## src/rtl/slave_pkt_pkg.sv

```systemverilog
package slave_pkt_pkg;
  localparam int BYTE_W    = 8;
  localparam int FRAME_LEN = 7;
  localparam int BODY_LEN  = 4;

  localparam logic [BYTE_W-1:0] CH_STX  = 8'h02;
  localparam logic [BYTE_W-1:0] CH_EOT  = 8'h04;
  localparam logic [BYTE_W-1:0] CH_ACK  = 8'h06;
  localparam logic [BYTE_W-1:0] CH_NAK  = 8'h15;
  localparam logic [BYTE_W-1:0] CH_RD   = 8'h49;
  localparam logic [BYTE_W-1:0] CH_WR   = 8'h4F;
  localparam logic [BYTE_W-1:0] CH_ZERO = 8'h30;
  localparam logic [BYTE_W-1:0] CH_ONE  = 8'h31;
  localparam logic [BYTE_W-1:0] CH_TGL  = 8'h54;

  typedef struct packed {
    logic [BYTE_W-1:0] op;
    logic [BYTE_W-1:0] addr;
    logic [BYTE_W-1:0] d1;
    logic [BYTE_W-1:0] d2;
  } body_t;

  function automatic logic [BYTE_W-1:0] body_sum(input body_t b);
    return b.op ^ b.addr ^ b.d1 ^ b.d2;
  endfunction

  function automatic logic [BYTE_W-1:0] bit_char(input logic v);
    return v ? CH_ONE : CH_ZERO;
  endfunction
endpackage

```

## src/rtl/slave_pkt_rx_framer.sv

```systemverilog
module slave_pkt_rx_framer
  import slave_pkt_pkg::*;
(
  input  logic              clk,
  input  logic              rst,
  input  logic              accept,
  input  logic [BYTE_W-1:0] rx_data,
  input  logic              rx_valid,
  output logic              pkt_valid,
  output body_t             pkt_body,
  output logic              pkt_chk_ok
);
  localparam int POS_W   = $clog2(FRAME_LEN);
  localparam int CHK_POS = BODY_LEN;
  localparam int EOT_POS = BODY_LEN + 1;

  logic                         in_frame;
  logic [POS_W-1:0]             pos;
  logic [BYTE_W-1:0]            sum;
  logic [BODY_LEN-1:0][BYTE_W-1:0] held;
  logic                         chk_ok_q;
  logic                         take;

  assign take = rx_valid && accept;

  always_ff @(posedge clk) begin
    if (rst) begin
      in_frame  <= 1'b0;
      pos       <= '0;
      sum       <= '0;
      held      <= '0;
      chk_ok_q  <= 1'b0;
      pkt_valid <= 1'b0;
      pkt_chk_ok <= 1'b0;
    end else begin
      pkt_valid <= 1'b0;
      if (take) begin
        if (rx_data == CH_STX) begin
          in_frame <= 1'b1;
          pos      <= '0;
          sum      <= '0;
        end else if (in_frame) begin
          if (int'(pos) < BODY_LEN) begin
            held[BODY_LEN-1-int'(pos)] <= rx_data;
            sum <= sum ^ rx_data;
            pos <= pos + 1'b1;
          end else if (int'(pos) == CHK_POS) begin
            chk_ok_q <= (sum == rx_data);
            pos      <= pos + 1'b1;
          end else if (int'(pos) == EOT_POS) begin
            in_frame <= 1'b0;
            if (rx_data == CH_EOT) begin
              pkt_valid  <= 1'b1;
              pkt_chk_ok <= chk_ok_q;
            end
          end
        end
      end
    end
  end

  assign pkt_body = body_t'(held);
endmodule

```

## src/rtl/slave_pkt_exec.sv

```systemverilog
module slave_pkt_exec
  import slave_pkt_pkg::*;
#(
  parameter int ID_W = 4
) (
  input  logic            clk,
  input  logic            rst,
  input  logic [ID_W-1:0] node_id,
  input  logic [1:0]      din_s,
  input  logic            pkt_valid,
  input  body_t           pkt_body,
  input  logic            pkt_chk_ok,
  output logic [1:0]      dout,
  output logic            rep_start,
  output body_t           rep_body
);
  localparam int MAX_ID = 9;

  logic [BYTE_W-1:0] own_char;
  logic              id_ok, hit, is_rd, is_wr, d_ok, good;
  logic [1:0]        nxt_out;

  function automatic logic char_ok(input logic [BYTE_W-1:0] c);
    return (c == CH_ZERO) || (c == CH_ONE) || (c == CH_TGL);
  endfunction

  function automatic logic apply(input logic [BYTE_W-1:0] c, input logic cur);
    if (c == CH_TGL) return ~cur;
    return (c == CH_ONE);
  endfunction

  always_comb begin
    id_ok    = (int'(node_id) <= MAX_ID);
    own_char = CH_ZERO + BYTE_W'(node_id);
    hit      = pkt_valid && id_ok && (pkt_body.addr == own_char);
    is_rd    = (pkt_body.op == CH_RD);
    is_wr    = (pkt_body.op == CH_WR);
    d_ok     = char_ok(pkt_body.d1) && char_ok(pkt_body.d2);
    good     = pkt_chk_ok && (is_rd || (is_wr && d_ok));
    nxt_out  = {apply(pkt_body.d2, dout[1]), apply(pkt_body.d1, dout[0])};
  end

  always_ff @(posedge clk) begin
    if (rst) begin
      dout      <= 2'b00;
      rep_start <= 1'b0;
      rep_body  <= '0;
    end else begin
      rep_start <= hit;
      if (hit) begin
        rep_body.addr <= own_char;
        if (!good) begin
          rep_body.op <= CH_NAK;
          rep_body.d1 <= CH_ZERO;
          rep_body.d2 <= CH_ZERO;
        end else if (is_rd) begin
          rep_body.op <= CH_ACK;
          rep_body.d1 <= bit_char(din_s[0]);
          rep_body.d2 <= bit_char(din_s[1]);
        end else begin
          rep_body.op <= CH_ACK;
          rep_body.d1 <= bit_char(nxt_out[0]);
          rep_body.d2 <= bit_char(nxt_out[1]);
          dout        <= nxt_out;
        end
      end
    end
  end
endmodule

```

## src/rtl/slave_pkt_reply_tx.sv

```systemverilog
module slave_pkt_reply_tx
  import slave_pkt_pkg::*;
(
  input  logic              clk,
  input  logic              rst,
  input  logic              rep_start,
  input  body_t             rep_body,
  input  logic              tx_ready,
  input  logic              tx_idle,
  output logic [BYTE_W-1:0] tx_data,
  output logic              tx_valid,
  output logic              drive_en,
  output logic              busy
);
  localparam int IDX_W = $clog2(FRAME_LEN);
  localparam logic [IDX_W-1:0] LAST = IDX_W'(FRAME_LEN - 1);

  typedef enum logic [1:0] {S_IDLE, S_SEND, S_GUARD, S_DRAIN} st_t;

  st_t               st;
  logic [IDX_W-1:0]  idx;
  logic [IDX_W-1:0]  idx_nxt;
  logic [BYTE_W-1:0] frm [FRAME_LEN];
  logic [BYTE_W-1:0] fill [FRAME_LEN];

  assign idx_nxt = idx + 1'b1;
  assign busy    = (st != S_IDLE);

  always_comb begin
    fill[0] = CH_STX;
    fill[1] = rep_body.op;
    fill[2] = rep_body.addr;
    fill[3] = rep_body.d1;
    fill[4] = rep_body.d2;
    fill[5] = body_sum(rep_body);
    fill[6] = CH_EOT;
  end

  always_ff @(posedge clk) begin
    if (rep_start && st == S_IDLE) begin
      for (int i = 0; i < FRAME_LEN; i++) frm[i] <= fill[i];
    end
  end

  always_ff @(posedge clk) begin
    if (rst) begin
      st       <= S_IDLE;
      idx      <= '0;
      tx_data  <= '0;
      tx_valid <= 1'b0;
      drive_en <= 1'b0;
    end else begin
      unique case (st)
        S_IDLE: if (rep_start) begin
          st       <= S_SEND;
          idx      <= '0;
          tx_data  <= CH_STX;
          tx_valid <= 1'b1;
          drive_en <= 1'b1;
        end
        S_SEND: if (tx_ready) begin
          if (idx == LAST) begin
            tx_valid <= 1'b0;
            st       <= S_GUARD;
          end else begin
            idx     <= idx_nxt;
            tx_data <= frm[idx_nxt];
          end
        end
        S_GUARD: st <= S_DRAIN;
        S_DRAIN: if (tx_idle) begin
          drive_en <= 1'b0;
          st       <= S_IDLE;
        end
        default: st <= S_IDLE;
      endcase
    end
  end
endmodule

```

## src/rtl/slave_pkt_engine.sv

```systemverilog
module slave_pkt_engine
  import slave_pkt_pkg::*;
#(
  parameter int ID_W        = 4,
  parameter int SYNC_STAGES = 2
) (
  input  logic              clk,
  input  logic              rst,
  input  logic [ID_W-1:0]   node_id,
  input  logic [7:0]        rx_data,
  input  logic              rx_valid,
  output logic [7:0]        tx_data,
  output logic              tx_valid,
  input  logic              tx_ready,
  input  logic              tx_idle,
  input  logic [1:0]        din,
  output logic [1:0]        dout,
  output logic              drive_en
);
  logic  [1:0] din_s;
  logic        pkt_valid, pkt_chk_ok, rep_start, tx_busy;
  body_t       pkt_body, rep_body;

  generate
    if (SYNC_STAGES == 0) begin : g_nosync
      assign din_s = din;
    end else begin : g_sync
      logic [1:0] sr [SYNC_STAGES];
      always_ff @(posedge clk) begin
        if (rst) begin
          for (int i = 0; i < SYNC_STAGES; i++) sr[i] <= 2'b00;
        end else begin
          sr[0] <= din;
          for (int i = 1; i < SYNC_STAGES; i++) sr[i] <= sr[i-1];
        end
      end
      assign din_s = sr[SYNC_STAGES-1];
    end
  endgenerate

  slave_pkt_rx_framer u_framer (
    .clk(clk), .rst(rst), .accept(!tx_busy),
    .rx_data(rx_data), .rx_valid(rx_valid),
    .pkt_valid(pkt_valid), .pkt_body(pkt_body), .pkt_chk_ok(pkt_chk_ok)
  );

  slave_pkt_exec #(.ID_W(ID_W)) u_exec (
    .clk(clk), .rst(rst), .node_id(node_id), .din_s(din_s),
    .pkt_valid(pkt_valid), .pkt_body(pkt_body), .pkt_chk_ok(pkt_chk_ok),
    .dout(dout), .rep_start(rep_start), .rep_body(rep_body)
  );

  slave_pkt_reply_tx u_reply (
    .clk(clk), .rst(rst), .rep_start(rep_start), .rep_body(rep_body),
    .tx_ready(tx_ready), .tx_idle(tx_idle),
    .tx_data(tx_data), .tx_valid(tx_valid), .drive_en(drive_en), .busy(tx_busy)
  );
endmodule

```

## config.mk

```make
export PLATFORM = sky130hd
export DESIGN_NAME = slave_pkt_engine
export DESIGN_NICKNAME = d
export VERILOG_FILES = /design/src/rtl/slave_pkt_pkg.sv /design/src/rtl/slave_pkt_rx_framer.sv /design/src/rtl/slave_pkt_exec.sv /design/src/rtl/slave_pkt_reply_tx.sv /design/src/rtl/slave_pkt_engine.sv
export SDC_FILE = /design/constraint.sdc
export NUM_CORES = 1
export LEC_CHECK = 0
export ABC_AREA = 1
export ABC_CLOCK_PERIOD_IN_PS = 2200
export BUFFER_PORTS_ARGS = -buffer_cell sky130_fd_sc_hd__buf_2
export CORE_MARGIN = 2
export CORE_UTILIZATION = 35
export DETAILED_ROUTE_END_ITERATION = 8
export GPL_TIMING_DRIVEN = 0
export HOLD_SLACK_MARGIN = 0.03
export PLACE_DENSITY = 0.5
export SLEW_MARGIN = 10
export SYNTH_ARGS = -nofsm -noshare
export SYNTH_HDL_FRONTEND = slang
export SYNTH_SLANG_ARGS = --single-unit
```

## constraint.sdc

```tcl
create_clock -name clk -period 2.2 [get_ports clk]
set_input_delay 0.22 -clock clk [delete_from_list [all_inputs] [get_ports clk]]
set_output_delay 0.22 -clock clk [all_outputs]
set_load 0.02 [all_outputs]
```

# Word level (Yosys, flattened, before mapping)

Memory sizes are Yosys's and may differ from the RTL's.
Index checks and enable logic that the tools add are counted.
W data, S select, Z words.

Register bits: 97
Latch bits: 0
Memory bits (writable): 60
Bits in read-only memories: 0
Input bits: 19
Output and inout port bits: 12
Memories: 2

Memories:

| memory      | depth | bits a word | rd ports | clocked after Yosys merged registers in | wr ports | RTL line                 | text |
|---|---|---|---|---|---|---|---|
| u_reply.frm | 7     | 8           | 1        | 0                                       | 7        | slave_pkt_reply_tx.sv:23 | `logic [BYTE_W-1:0] frm [FRAME_LEN];` |
| g_sync.sr   | 2     | 2           | 2        | 0                                       | 2        | slave_pkt_engine.sv:28   | `logic [1:0] sr [SYNC_STAGES];` |

Add/subtract/negate cells: 4
Multiply operators: 0
Divide/modulo/power cells: 0
Magnitude comparators: 4
Equal/unequal tests: 23
Shift operators: 0
Mux-type cells: 55
Bitwise operators: 15
Reductions and logical operators: 32

Operator list:

| cell                  | number |
|---|---|
| $mux W8               | 7 |
| $bwmux W32            | 1 |
| $eq A8 B6 Y1 const B  | 4 |
| $eq A8 B7 Y1 const B  | 4 |
| $ge A32 B1 Y1 const B | 1 |
| $lt A32 B4 Y1 const B | 1 |
| $mux W16              | 2 |
| $xor A8 B8 Y8         | 4 |
| $mux W1               | 25 |
| $mux W3               | 7 |
| $demux W8 S2          | 1 |
| $eq A8 B8 Y1          | 2 |
| $pmux W8 S2           | 1 |
| $reduce_and A4 Y1     | 4 |
| $mux W2               | 6 |
| $reduce_and A3 Y1     | 4 |
| $reduce_bool A2 Y1    | 5 |
| $eq A3 B3 Y1 const B  | 3 |
| $not A1 Y1            | 9 |
| $eq A8 B2 Y1 const B  | 1 |
| $eq A8 B3 Y1 const B  | 1 |
| $logic_and A1 B1 Y1   | 8 |
| $ne A2 B2 Y1 const B  | 4 |
| $pmux W2 S4           | 1 |
| 19 further kinds      | 27 |

# Depth between registers and ports, before layout

Depth in word-level cells: 8
Mapped depth: 11
Gate-level depth less buffers: 11

# Cells and area by module

From an unflattened synthesis, not the netlist that was laid out.

Cell total of the unflattened synthesis: 744
Area, all modules: 6027.0 sq um

Modules (own cells, without submodules):

| module              | instances | cells each | area each (sq um) | sequential area each (sq um) |
|---|---|---|---|---|
| slave_pkt_reply_tx  | 1         | 266        | 2606.2            | 1501.4 |
| slave_pkt_rx_framer | 1         | 282        | 2249.7            | 940.9 |
| slave_pkt_exec      | 1         | 183        | 1057.3            | 240.2 |
| slave_pkt_engine    | 1         | 13         | 113.9             | 80.1 |

# Worst setup path before layout

Ideal clock, no wire load.

Kind: register -> register
From: reg u_reply.idx[0]
To: reg u_reply.tx_data[3]
Data arrival time: 1700 ps
Data required time: 2144 ps
Path slack: 445 ps
Cell stages (with the launch flop): 11
Buffers on the path: 1
Period minus slack after synthesis: 1755 ps
Path through: dfxtp_1 > buf_2 > clkinv_1 > ha_1 > inv_1 > nor2_1 > nand2_1 > o21ai_0 > nand3_1 > a21o_1 > inv_1

Word-level cells in the longest chain between the ends: 5

Ends and longest elaborated chain:

| element                | RTL line                 | text |
|---|---|---|
| from (decl)            | slave_pkt_reply_tx.sv:21 | `logic [IDX_W-1:0] idx;` |
| from (signal assigned) | slave_pkt_reply_tx.sv:66 | `idx <= idx_nxt;` |
| $add A3 B1 Y3          | slave_pkt_reply_tx.sv:26 | `assign idx_nxt = idx + 1'b1;` |
| $mem_v2 Z7 W8          | --                       |  |
| $mux W8                | slave_pkt_reply_tx.sv:62 | `if (idx == LAST) begin` |
| $mux W8                | slave_pkt_reply_tx.sv:61 | `S_SEND: if (tx_ready) begin` |
| $pmux W8 S2            | slave_pkt_reply_tx.sv:53 | `unique case (st)` |
| to (signal assigned)   | slave_pkt_reply_tx.sv:67 | `tx_data <= frm[idx_nxt];` |
| to (decl)              | slave_pkt_reply_tx.sv:10 | `output logic [BYTE_W-1:0] tx_data,` |

Parallel ways exist; a longest one is shown, timed or not. The select of a mux whose other input is x is not followed.
A chain may end at the register's enable or synchronous reset.

# Worst setup path after layout

Same ends and word-level chain as after synthesis.

==> implementation parameters <==
Parameter                              Value

Synthesis
  Yosys top cell by area ... sky130_fd_sc_hd__dfxtp_1
  Syn Area/Cell ... around 7.2 um2
  Sequential fraction of the synthesis area ... 44.6%
  Leading post-synthesis cells by cell area ... sky130_fd_sc_hd__dfxtp_1 (35%), sky130_fd_sc_hd__nand2_1 (13%), sky130_fd_sc_hd__nor2_1 (9.4%)
  Post-synth cell types ... 39
  Synth Register Bits ... 89
  Number of enable-type register cells in the synthesized netlist ... 13
  Synthesized cell area ... 4290 um2
  Count of synthesis-stage warnings from yosys ... 0
  Cell count after synthesis ... just under 600
  Share of synthesized flip-flops with an asynchronous set or reset ... 0%
  Most used flip-flop cell after synthesis ... sky130_fd_sc_hd__dfxtp_1
  Area share of the largest cell type after synthesis ... 35.5%

Global routing
  Largest net degree at the start of global routing ... 16
  First-pass GRT wire length ... ~17000 um
  Initial antenna violation count ... 0
  Total congestion overflow ... 0
  Via count of the first global-routing pass ... 3531
  GRT Resource Usage Total ... roughly 17%

Detailed routing
  Violation count after the first detailed-route iteration ... around 190
  Average via count per standard cell ... about 4.7
  Wire length per cell ... 13.0 um
  Routed Wire Length ... 10200 um
  Iteration count of the initial detailed-routing pass ... 5
  Via Count ... 3668
  Number of nets still failing antenna checks after routing ... 0
  Number of design rule violations left after detail routing ... 0

Layout
  Final core utilization ... 41.0%
  Area growth from synthesis to layout ... 14.3%
  Final-layout fill cell count ... 1265
  Ant diodes ... 0
  Non-Filler Instances ... 785
  Final #Nets ... between 600 and 700
  Area of all sequential standard cells ... 1910 um2
  Ratio of cells with drive above 1 in the final layout ... 10.3%
  Total area of multi-input combinational cells ... between 2000 and 2500 um2

Timing
  Number of failing hold endpoints at the final stage ... 0
  Unrepaired setup endpoints after global routing ... no
  Post-route clock skew ... 0.00861 ns
  Final hold slack ... approximately 0.074 ns
  Count of final max-slew check failures ... 0
  Setup TNS ... 0 ns
  Transition at the pin with the smallest max-transition slack ... 0.595 ns
  Relative slew slack ... between 60% and 70%
  Finish-stage setup viols ... 0
  Final critical-path required period ... between 1.5 and 2 ns
  Maximum operating frequency ... 507 MHz
  Final period utilization ... 89.6%

Pwr
  Power per Cell Area ... 765 nW/um2
  Final total power ... 3.75 mW
  VDD IR-drop max ... 0.307 mV
  Leakage power total ... roughly 2.3 nW

Place
  Number of placed cells counting well taps ... 768
  Placer Congestion ... 0.798
  HPWL after detailed placement ... 7470 um
  Number of buffers inserted by port buffering ... 27

Die
  Core area ... 12000 um2
  Die extent in x ... 115 um
  Top-Level Pins ... 31
  Number of core rows ... 40
  Total die area ... approximately 13000 um2
  Die Y ... 115 um
  Effective utilization at floorplan ... 35.8%

Worst hold path
  Worst min-delay path class ... input port to register

Critical path
  Arrival @ worst endpoint ... ~2.3 ns
  Crit Path Category ... register to register
  Maximum fanout encountered on the critical timing path ... 10
  CP required ... 2.50 ns
  Kind of start point of the critical path ... register
  Critical Path End Type ... register

Clocking
  Clock insertion delay at the later pin of the skew report ... 0.35 ns
  Clock-pin slew of the registers on the worst-case setup and hold paths ... 0.07 ns
  Deepest clock path buffer count ... 2
  Number of buffers inserted by hold repair at cts ... 0
  Inserted Clock Buffers ... 9
  CTS tree ... done
  Total number of clock tree sinks ... 89
  Clock tree root buffer cell ... sky130_fd_sc_hd__clkbuf_16
  Maximum level of the CTS H-tree ... 3

Run status
  Run status ... completed

Job
  Max-capacitance violation count ... 0
power breakdown:
part	switching, mW	internal [mW]	total, mW
clock network	0.676	0.763	1.44
registers	0.0375	1.69	1.73
logic	0.406	0.169	0.575
total	1.12	2.63	3.75
cell usage in the layout (no fill, tap or decap), drive strengths merged, types with 2 or more instances in the layout:
| cell | n |
|---|---|
| nand2 | 146 |
| nor2 | 108 |
| dfxtp | 76 |
| inv | 69 |
| buf | 38 |
| a21oi | 34 |
| o21ai | 31 |
| nand3 | 26 |
| nand4 | 17 |
| clkbuf | 17 |
| edfxtp | 13 |
| ha | 11 |
| xor2 | 9 |
| xnor2 | 8 |
| and2 | 7 |
| nor3 | 6 |
| clkinv | 6 |
| o211ai | 4 |
| clkinvlp | 2 |
| conb | 2 |
| or2 | 2 |
per-stage QoR:
| step | instance area, um2 | worst slack (ns) |
|---|---|---|
| final | 4900 | 0.229 |
| after global routing | 4900 | 0.0201 |
| after CTS | 4880 | 0.0869 |
| after detailed placement | 4610 | 0.109 |
| after global placement | 4610 | 0.122 |
| after floorplan | 4290 | 0.445 |
Yosys cell counts (3+ instances only):
master / instances
sky130_fd_sc_hd__buf_2: 3
sky130_fd_sc_hd__a21oi_1: 34
sky130_fd_sc_hd__nand4_1: 15
sky130_fd_sc_hd__xnor2_1: 8
sky130_fd_sc_hd__edfxtp_1: 13
sky130_fd_sc_hd__nand2_1: 144
sky130_fd_sc_hd__and2_1: 7
sky130_fd_sc_hd__clkbuf_1: 8
sky130_fd_sc_hd__inv_1: 68
sky130_fd_sc_hd__nor2_1: 107
sky130_fd_sc_hd__o21ai_1: 3
sky130_fd_sc_hd__ha_1: 11
sky130_fd_sc_hd__o21ai_0: 25
sky130_fd_sc_hd__nor3_1: 4
sky130_fd_sc_hd__xor2_1: 9
sky130_fd_sc_hd__nand3_1: 26
sky130_fd_sc_hd__buf_4: 4
sky130_fd_sc_hd__o211ai_1: 4
sky130_fd_sc_hd__dfxtp_1: 76
critical path, cell delays in order, from the launching register on:
cell	delay [ns]
sky130_fd_sc_hd__dfxtp_1	0.33
sky130_fd_sc_hd__buf_2	0.21
sky130_fd_sc_hd__clkinvlp_4	0.20
sky130_fd_sc_hd__ha_1	0.38
sky130_fd_sc_hd__inv_1	0.15
sky130_fd_sc_hd__nand2_1	0.12
sky130_fd_sc_hd__o21ai_0	0.23
sky130_fd_sc_hd__nand3_1	0.10
sky130_fd_sc_hd__a21o_1	0.16
sky130_fd_sc_hd__inv_1	0.04
worst paths after layout:
path / depth (start not counted) / slack [ns] / endpoint / start
max: 9 / 0.23 / u_reply.tx_data[3]$_SDFFE_PP0P_ / u_reply.idx[0]$_SDFFE_PP0P_
min: 3 / 0.07 / g_sync.sr[0][0]$_SDFF_PP0_ / din[0]
min reg2reg: 2 / 0.41 / g_sync.sr[0][3]$_SDFF_PP0_ / g_sync.sr[0][1]$_SDFF_PP0_
max reg2reg: 9 / 0.23 / u_reply.tx_data[3]$_SDFFE_PP0P_ / u_reply.idx[0]$_SDFFE_PP0P_
cell families (layout without fill, tap and decap cells):
| family | Yosys count | in the layout | synth area share, % |
|---|---|---|---|
| flip-flops | 89 | 89 | 44.6 |
| other | 1 | 2 | 0.0875 |
| AO/OA/AOI/OAI | 74 | 74 | 9.60 |
| AND/OR/NAND/NOR | 313 | 313 | 30.7 |
| buffers and inverters | 88 | 132 | 8.32 |
| adder cells (fa/ha/maj) | 11 | 11 | 3.21 |
| XOR/XNOR | 17 | 17 | 3.47 |
registers in the layout, summed over array words and instances, names as in the netlist:
signal and flops:
u_reply.tx_data 6, u_exec.rep_body 9, u_framer.sum 8, u_reply.frm 13
u_framer.pkt_valid 1, u_framer.pos 3, u_exec.rep_start 1, u_framer.in_frame 1
u_reply.idx 3, u_reply.st 2, g_sync.sr 4, u_reply.drive_en 1
u_framer.pkt_body 32, u_reply.tx_valid 1, u_framer.chk_ok_q 1, u_exec.dout 2
u_framer.pkt_chk_ok 1
what timing repair did:
item / in CTS / in global routing
setup buffers: 0 / 1
gates resized for setup: 0 / 3
setup endpoints to repair: 0 / 7
layer usage:
| layer | GRT usage, % | wire (um) | vias to the layer above | part of all wire (%) |
|---|---|---|---|---|
| met5 | 0 | 0 | - | 0 |
| met4 | 6.91 | 184 | 0 | 1.8 |
| met3 | 3.02 | 345 | 13 | 3.4 |
| met2 | 28.0 | 4720 | 44 | 46 |
| met1 | 22.0 | 4930 | 1652 | 48 |
| li1 | - | - | 1959 | - |
layout make-up:
class	count	share of cell area (%)
Clock buffer	9	4.60
Timing Repair Buffer	28	2.91
Inverter	70	5.44
Multi-Input combinational cell	417	41.4
Sequential cell	89	39.0
Tap cell	147	3.75
Buffer	18	1.92
Clock inverter	7	0.970
Power figures use the tool's default switching activity.
